**config.mk**
```make
export PLATFORM = sky130hd
export DESIGN_NAME = acc_mcu
export DESIGN_NICKNAME = d
export VERILOG_FILES = /design/src/rtl/acc_mcu_pkg.sv /design/src/rtl/acc_mcu_decode.sv /design/src/rtl/acc_mcu_gpr.sv /design/src/rtl/acc_mcu_pio.sv /design/src/rtl/acc_mcu_stack.sv /design/src/rtl/acc_mcu.sv
export SDC_FILE = /design/constraint.sdc
export NUM_CORES = 1
export LEC_CHECK = 0
export BUFFER_PORTS_ARGS = -buffer_cell sky130_fd_sc_hd__buf_2
export CAP_MARGIN = 20
export CORE_MARGIN = 4
export CORE_UTILIZATION = 61
export CTS_CLUSTER_DIAMETER = 30
export DETAILED_ROUTE_END_ITERATION = 16
export GPL_TIMING_DRIVEN = 0
export PLACE_DENSITY = 0.77
export SETUP_SLACK_MARGIN = 0.1
export SLEW_MARGIN = 20
export SYNTH_ARGS = -nofsm -noshare
export SYNTH_HDL_FRONTEND = slang
export SYNTH_HIERARCHICAL = 1
export SYNTH_SLANG_ARGS = --single-unit
```
**constraint.sdc**
```tcl
create_clock -name clk -period 4.9 [get_ports clk]
set_input_delay 0.98 -clock clk [delete_from_list [all_inputs] [get_ports clk]]
set_output_delay 0.98 -clock clk [all_outputs]
set_load 0.01 [all_outputs]
```
**src/rtl/acc_mcu_pkg.sv**
```systemverilog
package acc_mcu_pkg;
  localparam int DW  = 8;   // data width
  localparam int IW  = 12;  // instruction width
  localparam int PCW = 8;   // program address width
  localparam int FW  = 5;   // file address width

  localparam logic [FW-1:0] FA_PORTA = 5'h05;
  localparam logic [FW-1:0] FA_PORTB = 5'h06;
  localparam logic [FW-1:0] FA_PORTC = 5'h07;
  localparam logic [FW-1:0] FA_GPR0  = 5'h08;

  typedef enum logic [3:0] {
    OP_NOP, OP_STW, OP_ZF, OP_ZW, OP_DIR,
    OP_PASS, OP_INC, OP_ADD, OP_AND, OP_SWAP,
    OP_SKC, OP_SKS, OP_LDW, OP_RETL, OP_JMP, OP_JSR
  } op_e;

  typedef struct packed {
    op_e           op;
    logic          dst_f;
    logic [FW-1:0] fa;
    logic [2:0]    bsel;
    logic [DW-1:0] lit;
  } dec_t;
endpackage

```
**src/rtl/acc_mcu_decode.sv**
```systemverilog
module acc_mcu_decode
  import acc_mcu_pkg::*;
(
  input  logic [IW-1:0] ir,
  output dec_t          d
);
  always_comb begin
    d.fa    = ir[FW-1:0];
    d.dst_f = ir[5];
    d.bsel  = ir[7:5];
    d.lit   = ir[7:0];
    d.op    = OP_NOP;
    unique case (ir[11:10])
      2'b11: begin
        unique case (ir[9:8])
          2'b00: d.op = OP_LDW;
          2'b01: d.op = OP_RETL;
          2'b10: d.op = OP_JMP;
          default: d.op = OP_JSR;
        endcase
      end
      2'b10: d.op = ir[9] ? OP_SKS : OP_SKC;
      2'b01: begin
        case (ir[9:7])
          3'd0: d.op = OP_PASS;
          3'd1: d.op = OP_INC;
          3'd2: d.op = OP_ADD;
          3'd3: d.op = OP_AND;
          3'd4: d.op = OP_SWAP;
          default: d.op = OP_NOP;
        endcase
      end
      default: begin
        case (ir[9:7])
          3'd1: d.op = OP_STW;
          3'd2: d.op = OP_ZF;
          3'd3: d.op = OP_ZW;
          3'd4: d.op = OP_DIR;
          default: d.op = OP_NOP;
        endcase
      end
    endcase
  end
endmodule

```
**src/rtl/acc_mcu_gpr.sv**
```systemverilog
module acc_mcu_gpr #(
  parameter int AW = 5,
  parameter int DW = 8
) (
  input  logic          clk,
  input  logic          we,
  input  logic [AW-1:0] waddr,
  input  logic [DW-1:0] wdata,
  input  logic          re,
  input  logic [AW-1:0] raddr,
  output logic [DW-1:0] rdata
);
  localparam int DEPTH = 1 << AW;
  logic [DW-1:0] mem [DEPTH];

  always_ff @(posedge clk) begin
    if (we) mem[waddr] <= wdata;
    if (re) rdata <= mem[raddr];
  end
endmodule

```
**src/rtl/acc_mcu_pio.sv**
```systemverilog
module acc_mcu_pio #(
  parameter int W = 8
) (
  input  logic         clk,
  input  logic         rst,
  input  logic         wr_lat,
  input  logic         wr_dir,
  input  logic [W-1:0] wdata,
  input  logic [W-1:0] pins,
  output logic [W-1:0] lat,
  output logic [W-1:0] dir,
  output logic [W-1:0] rd
);
  always_ff @(posedge clk) begin
    if (rst) begin
      lat <= '0;
      dir <= '1;
    end else begin
      if (wr_lat) lat <= wdata;
      if (wr_dir) dir <= wdata;
    end
  end

  assign rd = (dir & pins) | (~dir & lat);

  assert_dir_reset_R1: assert property (@(posedge clk) rst |=> (dir == '1 && lat == '0));
  assert_latch_only_R11: assert property (@(posedge clk) disable iff (rst)
    (wr_lat && !wr_dir) |=> $stable(dir));
endmodule

```
**src/rtl/acc_mcu_stack.sv**
```systemverilog
module acc_mcu_stack #(
  parameter int DEPTH = 2,
  parameter int AW    = 8
) (
  input  logic          clk,
  input  logic          rst,
  input  logic          push,
  input  logic [AW-1:0] push_val,
  input  logic          pop,
  output logic [AW-1:0] top
);
  logic [AW-1:0] ent [DEPTH];

  always_ff @(posedge clk) begin
    if (rst) begin
      for (int i = 0; i < DEPTH; i++) ent[i] <= '0;
    end else if (push) begin
      ent[0] <= push_val;
      for (int i = 1; i < DEPTH; i++) ent[i] <= ent[i-1];
    end else if (pop) begin
      for (int i = 0; i < DEPTH - 1; i++) ent[i] <= ent[i+1];
    end
  end

  assign top = ent[0];

  assert_push_top_R9: assert property (@(posedge clk) disable iff (rst)
    push |=> (top == $past(push_val)));
endmodule

```
**src/rtl/acc_mcu.sv**
```systemverilog
module acc_mcu
  import acc_mcu_pkg::*;
#(
  parameter int PA_W  = 4,
  parameter int PB_W  = 8,
  parameter int PC_W  = 8,
  parameter int STK_D = 2
) (
  input  logic             clk,
  input  logic             rst,
  output logic [PCW-1:0]   imem_addr,
  input  logic [IW-1:0]    imem_data,
  input  logic [PA_W-1:0]  porta_pins,
  output logic [PA_W-1:0]  porta_out,
  output logic [PA_W-1:0]  porta_dir,
  input  logic [PB_W-1:0]  portb_pins,
  output logic [PB_W-1:0]  portb_out,
  output logic [PB_W-1:0]  portb_dir,
  input  logic [PC_W-1:0]  portc_pins,
  output logic [PC_W-1:0]  portc_out,
  output logic [PC_W-1:0]  portc_dir
);
  logic           phase;   // 0 = fetch, 1 = execute
  logic [PCW-1:0] pc;
  logic [IW-1:0]  ir;
  logic           skip_q;
  logic [DW-1:0]  w;
  dec_t           d;

  logic [DW-1:0]  rf_rdata, fval, res;
  logic [PA_W-1:0] pa_rd;
  logic [PB_W-1:0] pb_rd;
  logic [PC_W-1:0] pc_rd;
  logic           exec_en, is_fop, to_f, f_wr, skip_set, tbit;
  logic           rf_we, pa_we, pb_we, pc_we, pa_dw, pb_dw, pc_dw;
  logic           push, pop;
  logic [PCW-1:0] stk_top;

  acc_mcu_decode u_dec (.ir(ir), .d(d));

  acc_mcu_gpr #(.AW(FW), .DW(DW)) u_gpr (
    .clk(clk), .we(rf_we), .waddr(d.fa), .wdata(res),
    .re(!phase), .raddr(imem_data[FW-1:0]), .rdata(rf_rdata)
  );

  acc_mcu_pio #(.W(PA_W)) u_pa (
    .clk(clk), .rst(rst), .wr_lat(pa_we), .wr_dir(pa_dw),
    .wdata(pa_dw ? w[PA_W-1:0] : res[PA_W-1:0]),
    .pins(porta_pins), .lat(porta_out), .dir(porta_dir), .rd(pa_rd)
  );
  acc_mcu_pio #(.W(PB_W)) u_pb (
    .clk(clk), .rst(rst), .wr_lat(pb_we), .wr_dir(pb_dw),
    .wdata(pb_dw ? w[PB_W-1:0] : res[PB_W-1:0]),
    .pins(portb_pins), .lat(portb_out), .dir(portb_dir), .rd(pb_rd)
  );
  acc_mcu_pio #(.W(PC_W)) u_pc (
    .clk(clk), .rst(rst), .wr_lat(pc_we), .wr_dir(pc_dw),
    .wdata(pc_dw ? w[PC_W-1:0] : res[PC_W-1:0]),
    .pins(portc_pins), .lat(portc_out), .dir(portc_dir), .rd(pc_rd)
  );

  acc_mcu_stack #(.DEPTH(STK_D), .AW(PCW)) u_stk (
    .clk(clk), .rst(rst), .push(push), .push_val(pc),
    .pop(pop), .top(stk_top)
  );

  // file read mux
  always_comb begin
    if (d.fa == FA_PORTA)      fval = DW'(pa_rd);
    else if (d.fa == FA_PORTB) fval = DW'(pb_rd);
    else if (d.fa == FA_PORTC) fval = DW'(pc_rd);
    else if (d.fa >= FA_GPR0)  fval = rf_rdata;
    else                       fval = '0;
  end

  // result path
  always_comb begin
    case (d.op)
      OP_PASS: res = fval;
      OP_INC:  res = fval + 8'd1;
      OP_ADD:  res = w + fval;
      OP_AND:  res = w & fval;
      OP_SWAP: res = {fval[3:0], fval[7:4]};
      OP_STW:  res = w;
      default: res = '0;
    endcase
  end

  assign exec_en  = phase && !skip_q;
  assign is_fop   = (d.op == OP_PASS) || (d.op == OP_INC) || (d.op == OP_ADD) ||
                    (d.op == OP_AND) || (d.op == OP_SWAP);
  assign to_f     = (is_fop && d.dst_f) || (d.op == OP_STW) || (d.op == OP_ZF);
  assign f_wr     = exec_en && to_f;
  assign rf_we    = f_wr && (d.fa >= FA_GPR0);
  assign pa_we    = f_wr && (d.fa == FA_PORTA);
  assign pb_we    = f_wr && (d.fa == FA_PORTB);
  assign pc_we    = f_wr && (d.fa == FA_PORTC);
  assign pa_dw    = exec_en && (d.op == OP_DIR) && (d.fa == FA_PORTA);
  assign pb_dw    = exec_en && (d.op == OP_DIR) && (d.fa == FA_PORTB);
  assign pc_dw    = exec_en && (d.op == OP_DIR) && (d.fa == FA_PORTC);
  assign tbit     = fval[d.bsel];
  assign skip_set = exec_en && (((d.op == OP_SKC) && !tbit) || ((d.op == OP_SKS) && tbit));
  assign push     = exec_en && (d.op == OP_JSR);
  assign pop      = exec_en && (d.op == OP_RETL);

  always_ff @(posedge clk) begin
    if (rst) begin
      phase  <= 1'b0;
      pc     <= '0;
      ir     <= '0;
      skip_q <= 1'b0;
      w      <= '0;
    end else if (!phase) begin
      ir    <= imem_data;
      pc    <= pc + 1'b1;
      phase <= 1'b1;
    end else begin
      phase  <= 1'b0;
      skip_q <= skip_set;
      if (exec_en) begin
        case (d.op)
          OP_LDW:  w <= d.lit;
          OP_RETL: begin w <= d.lit; pc <= stk_top; end
          OP_ZW:   w <= '0;
          OP_JMP, OP_JSR: pc <= d.lit;
          default: if (is_fop && !d.dst_f) w <= res;
        endcase
      end
    end
  end

  assign imem_addr = pc;

  assert_fetch_advance_R2: assert property (@(posedge clk) disable iff (rst)
    !phase |=> (imem_addr == $past(imem_addr) + 8'd1));
  assert_skip_quiet_R7: assert property (@(posedge clk) disable iff (rst)
    (phase && skip_q) |-> !(rf_we || pa_we || pb_we || pc_we || pa_dw || pb_dw || pc_dw || push || pop));
  assert_retl_w_R8: assert property (@(posedge clk) disable iff (rst)
    (exec_en && d.op == OP_RETL) |=> (w == $past(d.lit)));
  assert_one_port_wr_R11: assert property (@(posedge clk) disable iff (rst)
    $countones({pa_we, pb_we, pc_we, rf_we}) <= 1);
endmodule

```
==> summary.md, run 1 <==
| Metric | Value |
|---|---|
| Setup TNS | 0 ns |
| Async set-or-reset flop fraction in the synthesized netlist | 0 |
| Worst-case reg-to-reg path depth | 11 |
| Logic gate share of total power | 0.065 |
| Detailed Routing Iterations Pass 1 | 7 |
| Starting density of the core | 0.6206 |
| Syn Inst Count | 1,048 |
| Clock insertion delay at the later pin of the skew report | around 0.56 ns |
| Chip height | 168.1 um |
| Number of H-tree branching levels | 3 |
| Filler cell count | roughly 1,500 |
| Post-Route Utilization | 0.7482 |
| Number of design-rule violations left by the first detailed-router iteration | between 1,000 and 1,500 |
| Type of the worst setup path | reg2reg |
| Post-route clock skew | ~0.028 ns |
| Top cell type by total area after synthesis | sky130_fd_sc_hd__edfxtp_1 |
| Nets | roughly 1,300 |
| Aggregate routed wire length | between 30,000 and 40,000 um |
| Worst IR drop on VDD | around 0.47 mV |
| EDFF count, synth | 280 |
| Highest Clock Rate | approximately 210 MHz |
| Number of clock sinks seen by CTS | between 300 and 400 |
| Tot Pwr | slightly above 8000 uW |
| HPWL Detailed | 24,500 um |
| Remaining routing DRC violations | 0 |
| Average vias per placed instance | roughly 6.3 |
| Worst Setup Start Kind | flop |
| Total nets after synthesis | 1,091 |
| Period utilization | 0.9516 |
| Number of flip-flops and latches in the synthesized netlist | 350 |
| Commonest cells in the synthesized netlist | sky130_fd_sc_hd__edfxtp_1, sky130_fd_sc_hd__nor2_1, sky130_fd_sc_hd__mux4_2, sky130_fd_sc_hd__dfxtp_1, sky130_fd_sc_hd__nand2_1 |
| Register area share after synthesis | 0.6277 |
| Hold violation total from the final report | 0 |
| Input/output buffers | 80 |
| Critical path peak fanout | 16 |
| Synth area leaders | sky130_fd_sc_hd__edfxtp_1, sky130_fd_sc_hd__mux4_2, sky130_fd_sc_hd__dfxtp_1 |
| Final worst path period need | ~4.7 ns |
| Internal power of the cells | approximately 6400 uW |
| Number of vias in the routed layout | ~10,000 |
| Final Slew Violations | 0 |
| Cells on Worst Hold Path | 2 |
| Row count | 58 |
| Number of top-level pins | around 80 |
| Number of maximum-capacitance constraint violations | 0 |
| Detail-routed net length per standard cell | 25.02 um |
| Switching power total | 1894 uW |
| Area of the placeable core | 25,180 um^2 |
| Clk slew on worst S/H paths | ~0.05 ns |
| Max_slew headroom | 0.2804 |
| Area growth from synthesis to final layout | 20.56% |
| Worst Max-Slew Pin Slew | between 1 and 1.5 ns |
| Layout cells sized above 1 | 0.3051 |
| Clk root buf | sky130_fd_sc_hd__clkbuf_16 |
| Clock Power Share | 0.539 |
| P per Cell Area | ~440 nW/um^2 |
| Commonest register cell after synthesis | sky130_fd_sc_hd__edfxtp_1 |
| Maximum number of pins on one net before global-route repair | 36 |
| Overall die area | 28,250 um^2 |
| Die W | between 150 and 200 um |
| Tightest Hold Check Type | reg2reg |
| Worst setup EP type | flop |
| Cell with the most instances after synthesis | sky130_fd_sc_hd__edfxtp_1 |
| Synth Warn # | 6 |
| Distinct cells, synth | between 70 and 80 |
| Data arrival time of the critical path | around 4.8 ns |
| Number of CTS-inserted buffers | 67 |
| TritonCTS clock tree | built |
| Switching share of power | 0.2277 |
| Unrepaired setup endpoints after global routing | true |
| Cell area after synthesis | ~16,000 um^2 |
| Static leakage | ~0.0067 uW |
| Average cell area after synthesis | around 15 um^2 |
| First-pass GRT wire length | ~61,000 um |
| Vias in the first global route | about 10,000 |
| Sequential Power Share | 0.396 |
| Total congestion overflow | 0 |
| Buffer levels on the longest clock path | 3 |
| Quantity of hold-fixing buffers added after cts | 0 |
| Routability congestion estimate from global placement | roughly 0.95 |
| Initial antenna violation count | 0 |
| Number of endpoints failing setup at the final stage | 0 |
| Overall routing resource usage | 0.2812 |
| Number of antenna-violating nets in the routed design | 0 |
| Required time worst endpoint | 5.03 ns |
| ANT cells | 0 |
| Synth top area share | 0.5380 |
| Result of the run | finished, final reports clean |
[area by class of cell]
cell class | count | area [um^2] | area share
flip-flops and latches | 350 | 9809 | 0.5206
clock buffers | 76 | 1710 | 0.09078
plain buffers | 73 | 446.7 | 0.02371
clock inverters | 45 | 501.7 | 0.02663
inverters | 21 | 90.09 | 0.004781
multi-input cells | 605 | 5338 | 0.2833
well taps | 330 | 412.9 | 0.02191
repair buffers | 90 | 520.5 | 0.02762
repair inverters | 2 | 12.51 | 0.0006641
[power by group through the flow]
stage / registers (uW) / clock network, uW / logic (uW)
global route: 3290 / 4700 / 576
CTS: 3290 / 4530 / 521
global placement: 3350 / 0 / 487
finish: 3290 / 4490 / 538
floorplan: 3330 / 0 / 348
detailed placement: 3350 / 0 / 505
[registers in the layout (all words and copies together), names as in the netlist, 4 cells and up]
name / cells
ir: 12
u_pb/dir: 8
u_gpr/rdata: 8
u_pc/lat: 8
u_gpr/mem: 256
u_pa/lat: 4
w: 8
u_pb/lat: 8
u_stk/ent: 16
imem_addr: 8
u_pc/dir: 8
u_pa/dir: 4
[routing by layer]
layer	part of all wire	up-vias	wire, um	global-route usage
li1	-	4419	-	-
met1	0.38	5052	15260	0.3685
met2	0.51	488	20120	0.4768
met3	0.083	77	3307	0.06105
met4	0.029	0	1149	0.08680
met5	0	-	0	0
[layout by cell type (no fill, tap or decap), types with 9 or more instances in the layout]
cell                           n
sky130_fd_sc_hd__dfxtp_1      70
sky130_fd_sc_hd__clkinv_1     10
sky130_fd_sc_hd__a211o_2      12
sky130_fd_sc_hd__nor3_1       13
sky130_fd_sc_hd__buf_6         9
sky130_fd_sc_hd__clkbuf_1     29
sky130_fd_sc_hd__edfxtp_1    280
sky130_fd_sc_hd__nor2b_1      30
sky130_fd_sc_hd__buf_1        10
sky130_fd_sc_hd__mux2_2       35
sky130_fd_sc_hd__mux4_2       80
sky130_fd_sc_hd__o21ai_0      14
sky130_fd_sc_hd__a21oi_1      44
sky130_fd_sc_hd__nand3_1      13
sky130_fd_sc_hd__buf_4        30
sky130_fd_sc_hd__inv_1        18
sky130_fd_sc_hd__buf_2        87
sky130_fd_sc_hd__and2_1       16
sky130_fd_sc_hd__nand3b_1     13
sky130_fd_sc_hd__nor2_1      116
sky130_fd_sc_hd__nand2_1      46
sky130_fd_sc_hd__mux2i_1      45
sky130_fd_sc_hd__clkbuf_16    67
sky130_fd_sc_hd__clkinvlp_4   11
[worst max-delay path, stage by stage (launching register included)]
cell	delay (ns)
sky130_fd_sc_hd__dfxtp_1	0.41
sky130_fd_sc_hd__buf_4	0.16
sky130_fd_sc_hd__buf_2	0.21
sky130_fd_sc_hd__buf_2	0.29
sky130_fd_sc_hd__mux2i_1	0.35
sky130_fd_sc_hd__nor2_1	0.08
sky130_fd_sc_hd__a221o_1	0.39
sky130_fd_sc_hd__ha_1	0.26
sky130_fd_sc_hd__fa_1	0.44
sky130_fd_sc_hd__a22o_1	0.23
sky130_fd_sc_hd__a211oi_2	0.78
sky130_fd_sc_hd__clkinvlp_4	0.63
[cells by family (layout without fill, tap and decap cells)]
| logic type | after synthesis | count (layout) | share of synthesized area |
|---|---|---|---|
| muxes | 160 | 160 | 0.1693 |
| xor gates and xnor gates | 4 | 4 | 0.002242 |
| adders and majority gates | 9 | 9 | 0.007686 |
| DFF | 350 | 350 | 0.6277 |
| buffers and inverters | 94 | 307 | 0.03354 |
| AOI/OAI and AO/OA | 146 | 147 | 0.06861 |
| and+or+nand+nor | 285 | 285 | 0.09095 |
[metrics by stage]
stage / instance area, um^2 / cells / setup WS, ns / hold slack, ns
after floorplan: 15630 / 1048 / 0.4675 / 0.4578
after global placement: 16440 / 1458 / -1.021 / 0.4957
after global routing: 18840 / 1592 / 0.01511 / 0.5385
after CTS: 18750 / 1585 / 0.1512 / 0.5158
after detailed placement: 16500 / 1460 / -0.5909 / 0.5008
final: 18840 / 1592 / 0.2372 / 0.5105
[path summary, 6_finish.rpt]
path	from	end	slack, ns
worst min-delay path	u_pc/lat[7]	u_pc/lat[7]	0.51
worst max-delay path	ir[0]	u_gpr/mem[20][1]	0.24
worst min register to register	u_pc/lat[7]	u_pc/lat[7]	0.51
worst max register to register	ir[0]	u_gpr/mem[20][1]	0.24
[what timing repair did]
item / 4_1_cts / 5_1_grt
endpoints found under the hold margin: 0 / 0
pin swaps: 0 / 1
buffers inserted: 3 / 3
endpoints found under the setup margin: 70 / 166
gates cloned: 1 / 2
resized for setup: 4 / 7
(Power assumes the default switching activity.)
==> inputs of run 2 (changes only) <==
--- a/config.mk
+++ b/config.mk
@@ -8,11 +8,11 @@
 export BUFFER_PORTS_ARGS = -buffer_cell sky130_fd_sc_hd__buf_2
 export CAP_MARGIN = 20
 export CORE_MARGIN = 4
-export CORE_UTILIZATION = 61
+export CORE_UTILIZATION = 45
 export CTS_CLUSTER_DIAMETER = 30
 export DETAILED_ROUTE_END_ITERATION = 16
 export GPL_TIMING_DRIVEN = 0
-export PLACE_DENSITY = 0.77
+export PLACE_DENSITY = 0.59
 export SETUP_SLACK_MARGIN = 0.1
 export SLEW_MARGIN = 20
 export SYNTH_ARGS = -nofsm -noshare
==> summary.md, run 2 (synthesized netlist as in run 1, its figures left out) <==
| Metric | Value |
|---|---|
| Clock insertion delay at the later pin of the skew report | 0.57 ns (was 0.56 ns) |
| Routability congestion estimate from global placement | 0.8740 (was 0.9530) |
| Post-route clock skew | 0.02563 ns (was 0.02810 ns) |
| Post-Place Setup Slack | -0.3752 ns (was -0.5909 ns) |
| ANT cells | 0 (unchanged) |
| Most prevalent standard cell on the critical path | sky130_fd_sc_hd__nor2_1 (was sky130_fd_sc_hd__buf_2) |
| Worst Setup Start Kind | flop (unchanged) |
| Period utilization | 0.9411 (was 0.9516) |
| Worst Path Buf+Inv | 3 (was 4) |
| Number of CTS-inserted buffers | 71 (was 67) |
| Cell family with the largest share of critical-path delay | simple AND/OR/NAND/NOR gates (was compound AO/OA/AOI/OAI gates) |
| Post-Route Utilization | 0.5621 (was 0.7482) |
| Clk slew on worst S/H paths | 0.04 ns (was 0.05 ns) |
| Number of antenna-violating nets in the routed design | 0 (unchanged) |
| Layout cells sized above 1 | 0.3066 (was 0.3051) |
| TritonCTS clock tree | built (unchanged) |
| Number of design-rule violations left by the first detailed-router iteration | 923 (was 1,084) |
| Unrepaired setup endpoints after global routing | false (was true) |
| Buffer levels on the longest clock path | 3 (unchanged) |
| Highest Clock Rate | 216.8 MHz (was 214.5 MHz) |
| Data arrival time of the critical path | 4.79 ns (was 4.80 ns) |
| Worst Max-Slew Pin Slew | 1.130 ns (was 1.079 ns) |
| Quantity of hold-fixing buffers added after cts | 0 (unchanged) |
| Nets | 1,249 (was 1,253) |
| HPWL Detailed | 26,720 um (was 24,500 um) |
| Die W | 194.4 um (was 168.1 um) |
| Setup TNS | 0 ns (unchanged) |
| Critical path peak fanout | 10 (was 16) |
| Area of the placeable core | 33,870 um^2 (was 25,180 um^2) |
| Maximum number of pins on one net before global-route repair | 36 (unchanged) |
| Number of maximum-capacitance constraint violations | 0 (unchanged) |
| Worst setup margin | 0.2884 ns (was 0.2372 ns) |
| Aggregate routed wire length | 39,780 um (was 39,840 um) |
| Area growth from synthesis to final layout | 21.80% (was 20.56%) |
| Chip height | 194.4 um (was 168.1 um) |
| Tot Pwr | 8395 uW (was 8317 uW) |
| Required time worst endpoint | 5.08 ns (was 5.03 ns) |
| Total congestion overflow | 0 (unchanged) |
| Type of the worst setup path | reg2reg (unchanged) |
| Max_slew headroom | 0.2390 (was 0.2804) |
| Starting density of the core | 0.4615 (was 0.6206) |
| Remaining routing DRC violations | 0 (unchanged) |
| Final Slew Violations | 0 (unchanged) |
| Number of top-level pins | 82 (unchanged) |
| Hold violation total from the final report | 0 (unchanged) |
| Static leakage | 0.006753 uW (was 0.006706 uW) |
| Vias in the first global route | 9,835 (was 10,060) |
| Slowest cell delay on critical path | 0.75 ns (was 0.78 ns) |
| Final worst path period need | 4.612 ns (was 4.663 ns) |
| Worst hold slack | 0.4955 ns (was 0.5105 ns) |
| Result of the run | finished, final reports clean (unchanged) |
| Most common cell after layout, fill and taps aside | sky130_fd_sc_hd__edfxtp_1 (unchanged) |
| Max reg flops | 256 (unchanged) |
| Overall routing resource usage | 0.2048 (was 0.2812) |
| Reg with most FFs | u_gpr/mem (unchanged) |
| First-pass GRT wire length | 59,570 um (was 60,970 um) |
| Overall die area | 37,780 um^2 (was 28,250 um^2) |
| Initial antenna violation count | 0 (unchanged) |
| Worst IR drop on VDD | 0.4129 mV (was 0.4692 mV) |
| Number of clock sinks seen by CTS | 350 (unchanged) |
| Input/output buffers | 80 (unchanged) |
| Largest regs | u_gpr/mem: 256 flops, u_stk/ent: 16 flops, ir: 12 flops (unchanged) |
| Number of H-tree branching levels | 3 (unchanged) |
| Worst setup EP type | flop (unchanged) |
| Detail-routed net length per standard cell | 23.30 um (was 25.02 um) |
| Cells along the critical path | buf_6 > a21oi_1 > nor2_1 > a2bb2oi_2 > clkbuf_1 > nor2_1 > nor4_1 > o21ai_0 > nor2_1 > or3b_2 > clkbuf_1 > nor2_1 (was buf_4 > buf_2 > buf_2 > mux2i_1 > nor2_1 > a221o_1 > ha_1 > fa_1 > a22o_1 > a211oi_2 > clkinvlp_4) |
| Average vias per placed instance | 5.750 (was 6.304) |
| P per Cell Area | 441.0 nW/um^2 (was 441.4 nW/um^2) |
| Commonest non-fill, non-tap cells in the layout | sky130_fd_sc_hd__edfxtp_1, sky130_fd_sc_hd__nor2_1, sky130_fd_sc_hd__buf_2, sky130_fd_sc_hd__mux4_2, sky130_fd_sc_hd__clkbuf_16 (was sky130_fd_sc_hd__edfxtp_1, sky130_fd_sc_hd__nor2_1, sky130_fd_sc_hd__buf_2, sky130_fd_sc_hd__mux4_2, sky130_fd_sc_hd__dfxtp_1) |
| Detailed Routing Iterations Pass 1 | 7 (unchanged) |
| Tightest Hold Check Type | reg2reg (unchanged) |
| Number of endpoints failing setup at the final stage | 0 (unchanged) |
| CP max-delay cell | sky130_fd_sc_hd__nor2_1 (was sky130_fd_sc_hd__a211oi_2) |
| Number of vias in the routed layout | 9,815 (was 10,040) |
| Row count | 67 (was 58) |
| Clk root buf | sky130_fd_sc_hd__clkbuf_16 (unchanged) |
run 2: routing by layer:
metal  vias up  share of wire  global-route usage
li1       4417              -                   -
met1      4990           0.43              0.2807
met2       329           0.48              0.3320
met3        79          0.057             0.03843
met4         0          0.027             0.07109
met5         -              0                   0
run 2: path summary, 6_finish.rpt:
path | start | to | slack, ns | cells after the start
worst max-delay path | ir[7] | u_gpr/mem[12][1] | 0.29 | 12
worst min-delay path | ir[11] | ir[11] | 0.50 | 2
worst max register to register | ir[7] | u_gpr/mem[12][1] | 0.29 | 12
worst min register to register | ir[11] | ir[11] | 0.50 | 2
run 2: what timing repair did:
action / CTS / global route
setup buffers: 0 / 0
endpoints found under the setup margin: 36 / 182
cloned: 1 / 1
pin swaps: 0 / 2
resized for setup: 5 / 6
run 2: worst min-delay path: stages (launching register included):
cell and delay (ns):
sky130_fd_sc_hd__dfxtp_1 0.32, sky130_fd_sc_hd__mux2i_1 0.07, sky130_fd_sc_hd__nor2_1 0.07
run 2: stage by stage:
step | area, um^2 | cells
after detailed placement | 16650 | 1579
after floorplan | 15630 | 1048
final | 19040 | 1707
after CTS | 19000 | 1706
after global placement | 16590 | 1576
after global routing | 19040 | 1707
run 2: final cells by class:
class / instances / area (um^2)
well taps: 448 / 560.5
repair inverters: 1 / 7.507
flip-flops and latches: 350 / 9809
fillers: 2710 / 14830
plain buffers: 73 / 446.7
clock buffers: 84 / 1908
inverters: 21 / 86.33
clock inverters: 42 / 411.6
multi-input cells: 605 / 5355
repair buffers: 83 / 450.4
run 2: power breakdown:
group	internal [uW]	switching, uW	total [uW]	leakage [uW]
logic	207	327	534	0.00244
registers	3260	31.7	3300	0.00318
clock network	3040	1530	4570	0.00113
total	6510	1890	8400	0.00675
==> inputs of run 3 (changes only) <==
--- a/config.mk
+++ b/config.mk
@@ -5,6 +5,7 @@
 export SDC_FILE = /design/constraint.sdc
 export NUM_CORES = 1
 export LEC_CHECK = 0
+export ABC_AREA = 1
 export BUFFER_PORTS_ARGS = -buffer_cell sky130_fd_sc_hd__buf_2
 export CAP_MARGIN = 20
 export CORE_MARGIN = 4
@@ -17,5 +18,4 @@
 export SLEW_MARGIN = 20
 export SYNTH_ARGS = -nofsm -noshare
 export SYNTH_HDL_FRONTEND = slang
-export SYNTH_HIERARCHICAL = 1
 export SYNTH_SLANG_ARGS = --single-unit
==> summary.md, run 3 <==
| Metric | Value |
|---|---|
| Reg-to-reg startpoint | ir[7] (unchanged) |
| Vias in the first global route | 11,950 (was 9,835) |
| Most common cell after layout, fill and taps aside | sky130_fd_sc_hd__edfxtp_1 (unchanged) |
| Multi-input gate area in the final layout | 5016 um^2 (was 5355 um^2) |
| Detail-routed net length per standard cell | 21.35 um (was 23.30 um) |
| Worst IR drop on VDD | 0.3816 mV (was 0.4129 mV) |
| Worst Max-Slew Pin Slew | 1.159 ns (was 1.130 ns) |
| Worst hold slack | 0.4742 ns (was 0.4955 ns) |
| Period utilization | 0.8067 (was 0.9411) |
| Post_cts resized | 0 (was 5) |
| Required time worst endpoint | 4.90 ns (was 5.08 ns) |
| Distinct cells, synth | 48 (was 77) |
| Worst setup EP type | flop (unchanged) |
| Launch instance of the worst min-delay path | skip_q (was ir[11]) |
| Average vias per placed instance | 5.583 (was 5.750) |
| Number of antenna-violating nets in the routed design | 0 (unchanged) |
| Data arrival time of the critical path | 3.96 ns (was 4.79 ns) |
| Commonest register cell after synthesis | sky130_fd_sc_hd__edfxtp_1 (unchanged) |
| HPWL Detailed | 31,330 um (was 26,720 um) |
| Hold violation total from the final report | 0 (unchanged) |
| Type of the worst setup path | reg2reg (unchanged) |
| TritonCTS clock tree | built (unchanged) |
| Average cell area after synthesis | 10.42 um^2 (was 14.91 um^2) |
| Die W | 193.0 um (was 194.4 um) |
| Critical path peak fanout | 35 (was 10) |
| Number of maximum-capacitance constraint violations | 0 (unchanged) |
| Remaining routing DRC violations | 0 (unchanged) |
| Cell area after synthesis | 15,410 um^2 (was 15,630 um^2) |
| Top cell type by total area after synthesis | sky130_fd_sc_hd__edfxtp_1 (unchanged) |
| Number of design-rule violations left by the first detailed-router iteration | 1,357 (was 923) |
| Start point of the critical path | ir[7] (unchanged) |
| P per Cell Area | 480.9 nW/um^2 (was 441.0 nW/um^2) |
| First-pass GRT wire length | 71,010 um (was 59,570 um) |
| Clk root buf | sky130_fd_sc_hd__clkbuf_16 (unchanged) |
| Register area share after synthesis | 0.6367 (was 0.6277) |
| Max_slew headroom | 0.2248 (was 0.2390) |
| Number of clock sinks seen by CTS | 350 (unchanged) |
| Starting density of the core | 0.4583 (was 0.4615) |
| Input/output buffers | 79 (was 80) |
| Reg with most FFs | u_gpr.mem (was u_gpr/mem) |
| Layout cells sized above 1 | 0.1626 (was 0.3066) |
| Clock insertion delay at the later pin of the skew report | 0.58 ns (was 0.57 ns) |
| Quantity of hold-fixing buffers added after cts | 0 (unchanged) |
| Cell with the most instances after synthesis | sky130_fd_sc_hd__edfxtp_1 (unchanged) |
| Number of CTS-inserted buffers | 78 (was 71) |
| Filler cell count | 2,902 (was 2,710) |
| Commonest cells in the synthesized netlist | sky130_fd_sc_hd__edfxtp_1, sky130_fd_sc_hd__nor2_1, sky130_fd_sc_hd__o21ai_0, sky130_fd_sc_hd__inv_1, sky130_fd_sc_hd__nand2_1 (was sky130_fd_sc_hd__edfxtp_1, sky130_fd_sc_hd__nor2_1, sky130_fd_sc_hd__mux4_2, sky130_fd_sc_hd__dfxtp_1, sky130_fd_sc_hd__nand2_1) |
| Number of vias in the routed layout | 12,360 (was 9,815) |
| Area taken by flip-flops and latches | 9809 um^2 (unchanged) |
| Chip height | 193.0 um (was 194.4 um) |
| Post-route clock skew | 0.03201 ns (was 0.02563 ns) |
| ANT cells | 0 (unchanged) |
| Overall die area | 37,260 um^2 (was 37,780 um^2) |
| Initial antenna violation count | 0 (unchanged) |
| Total congestion overflow | 0 (unchanged) |
| Number of flip-flops and latches in the synthesized netlist | 350 (unchanged) |
| Synth top area share | 0.5457 (was 0.5380) |
| Async set-or-reset flop fraction in the synthesized netlist | 0 (unchanged) |
| Number of endpoints failing setup at the final stage | 0 (unchanged) |
| Area growth from synthesis to final layout | 25.62% (was 21.80%) |
| Final worst path period need | 3.953 ns (was 4.612 ns) |
| Max reg flops | 256 (unchanged) |
| Largest regs | u_gpr.mem: 256 flops, u_stk.ent: 16 flops, ir: 12 flops (was u_gpr/mem: 256 flops, u_stk/ent: 16 flops, ir: 12 flops) |
| Final Slew Violations | 0 (unchanged) |
| Setup TNS | 0 ns (unchanged) |
| Aggregate routed wire length | 47,240 um (was 39,780 um) |
| Number of top-level pins | 82 (unchanged) |
| Routability congestion estimate from global placement | 0.9397 (was 0.8740) |
| Clk slew on worst S/H paths | 0.04 ns (about the same) |
| Area of the placeable core | 33,620 um^2 (was 33,870 um^2) |
| Result of the run | finished, final reports clean (unchanged) |
| Static leakage | 0.007467 uW (was 0.006753 uW) |
| Syn Inst Count | 1,478 (was 1,048) |
| Worst Setup Start Kind | flop (unchanged) |
| Unrepaired setup endpoints after global routing | false (unchanged) |
| EDFF count, synth | 280 (unchanged) |
| Count of buffers added by post-CTS timing repair for setup | 0 (unchanged) |
| Synth Warn # | 0 (was 6) |
| Highest Clock Rate | 253.0 MHz (was 216.8 MHz) |
| Tightest Hold Check Type | reg2reg (unchanged) |
| Number of H-tree branching levels | 3 (unchanged) |
| Overall routing resource usage | 0.2522 (was 0.2048) |
| Nets | 1,744 (was 1,249) |
| Row count | 67 (unchanged) |
| Commonest non-fill, non-tap cells in the layout | sky130_fd_sc_hd__edfxtp_1, sky130_fd_sc_hd__nor2_1, sky130_fd_sc_hd__o21ai_0, sky130_fd_sc_hd__inv_1, sky130_fd_sc_hd__nand2_1 (was sky130_fd_sc_hd__edfxtp_1, sky130_fd_sc_hd__nor2_1, sky130_fd_sc_hd__buf_2, sky130_fd_sc_hd__mux4_2, sky130_fd_sc_hd__clkbuf_16) |
| Maximum number of pins on one net before global-route repair | 37 (was 36) |
| Synth area leaders | sky130_fd_sc_hd__edfxtp_1, sky130_fd_sc_hd__dfxtp_1, sky130_fd_sc_hd__o21ai_0 (was sky130_fd_sc_hd__edfxtp_1, sky130_fd_sc_hd__mux4_2, sky130_fd_sc_hd__dfxtp_1) |
| Detailed Routing Iterations Pass 1 | 6 (was 7) |
| Buffer levels on the longest clock path | 3 (unchanged) |
run 3: cell types whose count changed in the layout (fill, tap and decap cells not counted), sizes merged, moves of 31 or more:
cell / change
mux4: -80
a21oi: +36
nand2: +85
nor2b: -31
nand3: +71
buf: -36
mux2: -35
clkbuf: +40
inv: +117
mux2i: -41
o221ai: +49
nor2: +125
conb: +64
o21ai: +230
run 3: path summary, 6_finish.rpt:
check / to / slack, ns / cells past startpoint
max: u_gpr.mem[4][5] / 0.95 / 16
min: skip_q / 0.47 / 2
min reg2reg: skip_q / 0.47 / 2
max reg2reg: u_gpr.mem[4][5] / 0.95 / 16
run 3: per-layer routing:
metal / track usage / part of all wire / vias up
met5: 0 / 0 / -
met4: 0.07952 / 0.025 / 0
met3: 0.06032 / 0.095 / 88
met2: 0.3859 / 0.44 / 584
met1: 0.3592 / 0.44 / 5990
li1: - / - / 5693
run 3: final cells by class:
cell class	count	area share
multi-input combinational	983	0.2592
timing repair buffer	80	0.02146
clock buffer	90	0.1069
inverter	134	0.02605
clock inverter	54	0.03387
tap	448	0.02896
buffer	74	0.01674
sequential	350	0.5068
run 3: metrics by stage:
step	utilization	std cells	instance area (um^2)	power [uW]	setup slack, ns
after CTS	0.5758	2213	19350	9339	0.9700
after global placement	0.4938	2068	16600	4012	0.2319
after floorplan	-	1541	15640	3780	1.478
after detailed placement	0.4947	2069	16630	4020	0.6816
after global routing	0.5758	2213	19350	9584	0.6806
final	0.5758	2213	19350	9309	0.9469
run 3: power breakdown:
group	leakage [uW]	total [uW]	internal (uW)	switching (uW)
logic	0.00290	628	160	469
registers	0.00326	3360	3310	41.3
clock network	0.00130	5320	3620	1700
total	0.00747	9310	7100	2210
run 3: logic make-up after synthesis:
kind of cell / synth area share
multiplexers: 0.002599
adder cells (fa/ha/maj): 0.007796
other: 0.0002434
XOR/XNOR: 0.0005686
flip-flops: 0.6367
AO/OA/AOI/OAI: 0.1599
buffers and inverters: 0.05376
AND/OR/NAND/NOR: 0.1385
run 3: worst max-delay path, stage by stage, from the launching register on:
cell                       delay, ns
sky130_fd_sc_hd__dfxtp_1        0.29
sky130_fd_sc_hd__buf_4          0.16
sky130_fd_sc_hd__inv_1          0.21
sky130_fd_sc_hd__nand3_1        0.10
sky130_fd_sc_hd__nand2_1        0.08
sky130_fd_sc_hd__nand2_1        0.17
sky130_fd_sc_hd__nor2_1         0.29
sky130_fd_sc_hd__inv_1          0.20
sky130_fd_sc_hd__nor2_1         0.13
sky130_fd_sc_hd__ha_1           0.30
sky130_fd_sc_hd__nand2_1        0.14
sky130_fd_sc_hd__inv_1          0.05
sky130_fd_sc_hd__nand4_1        0.06
sky130_fd_sc_hd__o211ai_1       0.11
sky130_fd_sc_hd__or2_2          0.29
sky130_fd_sc_hd__nand2_1        0.09
sky130_fd_sc_hd__nand3_2        0.71
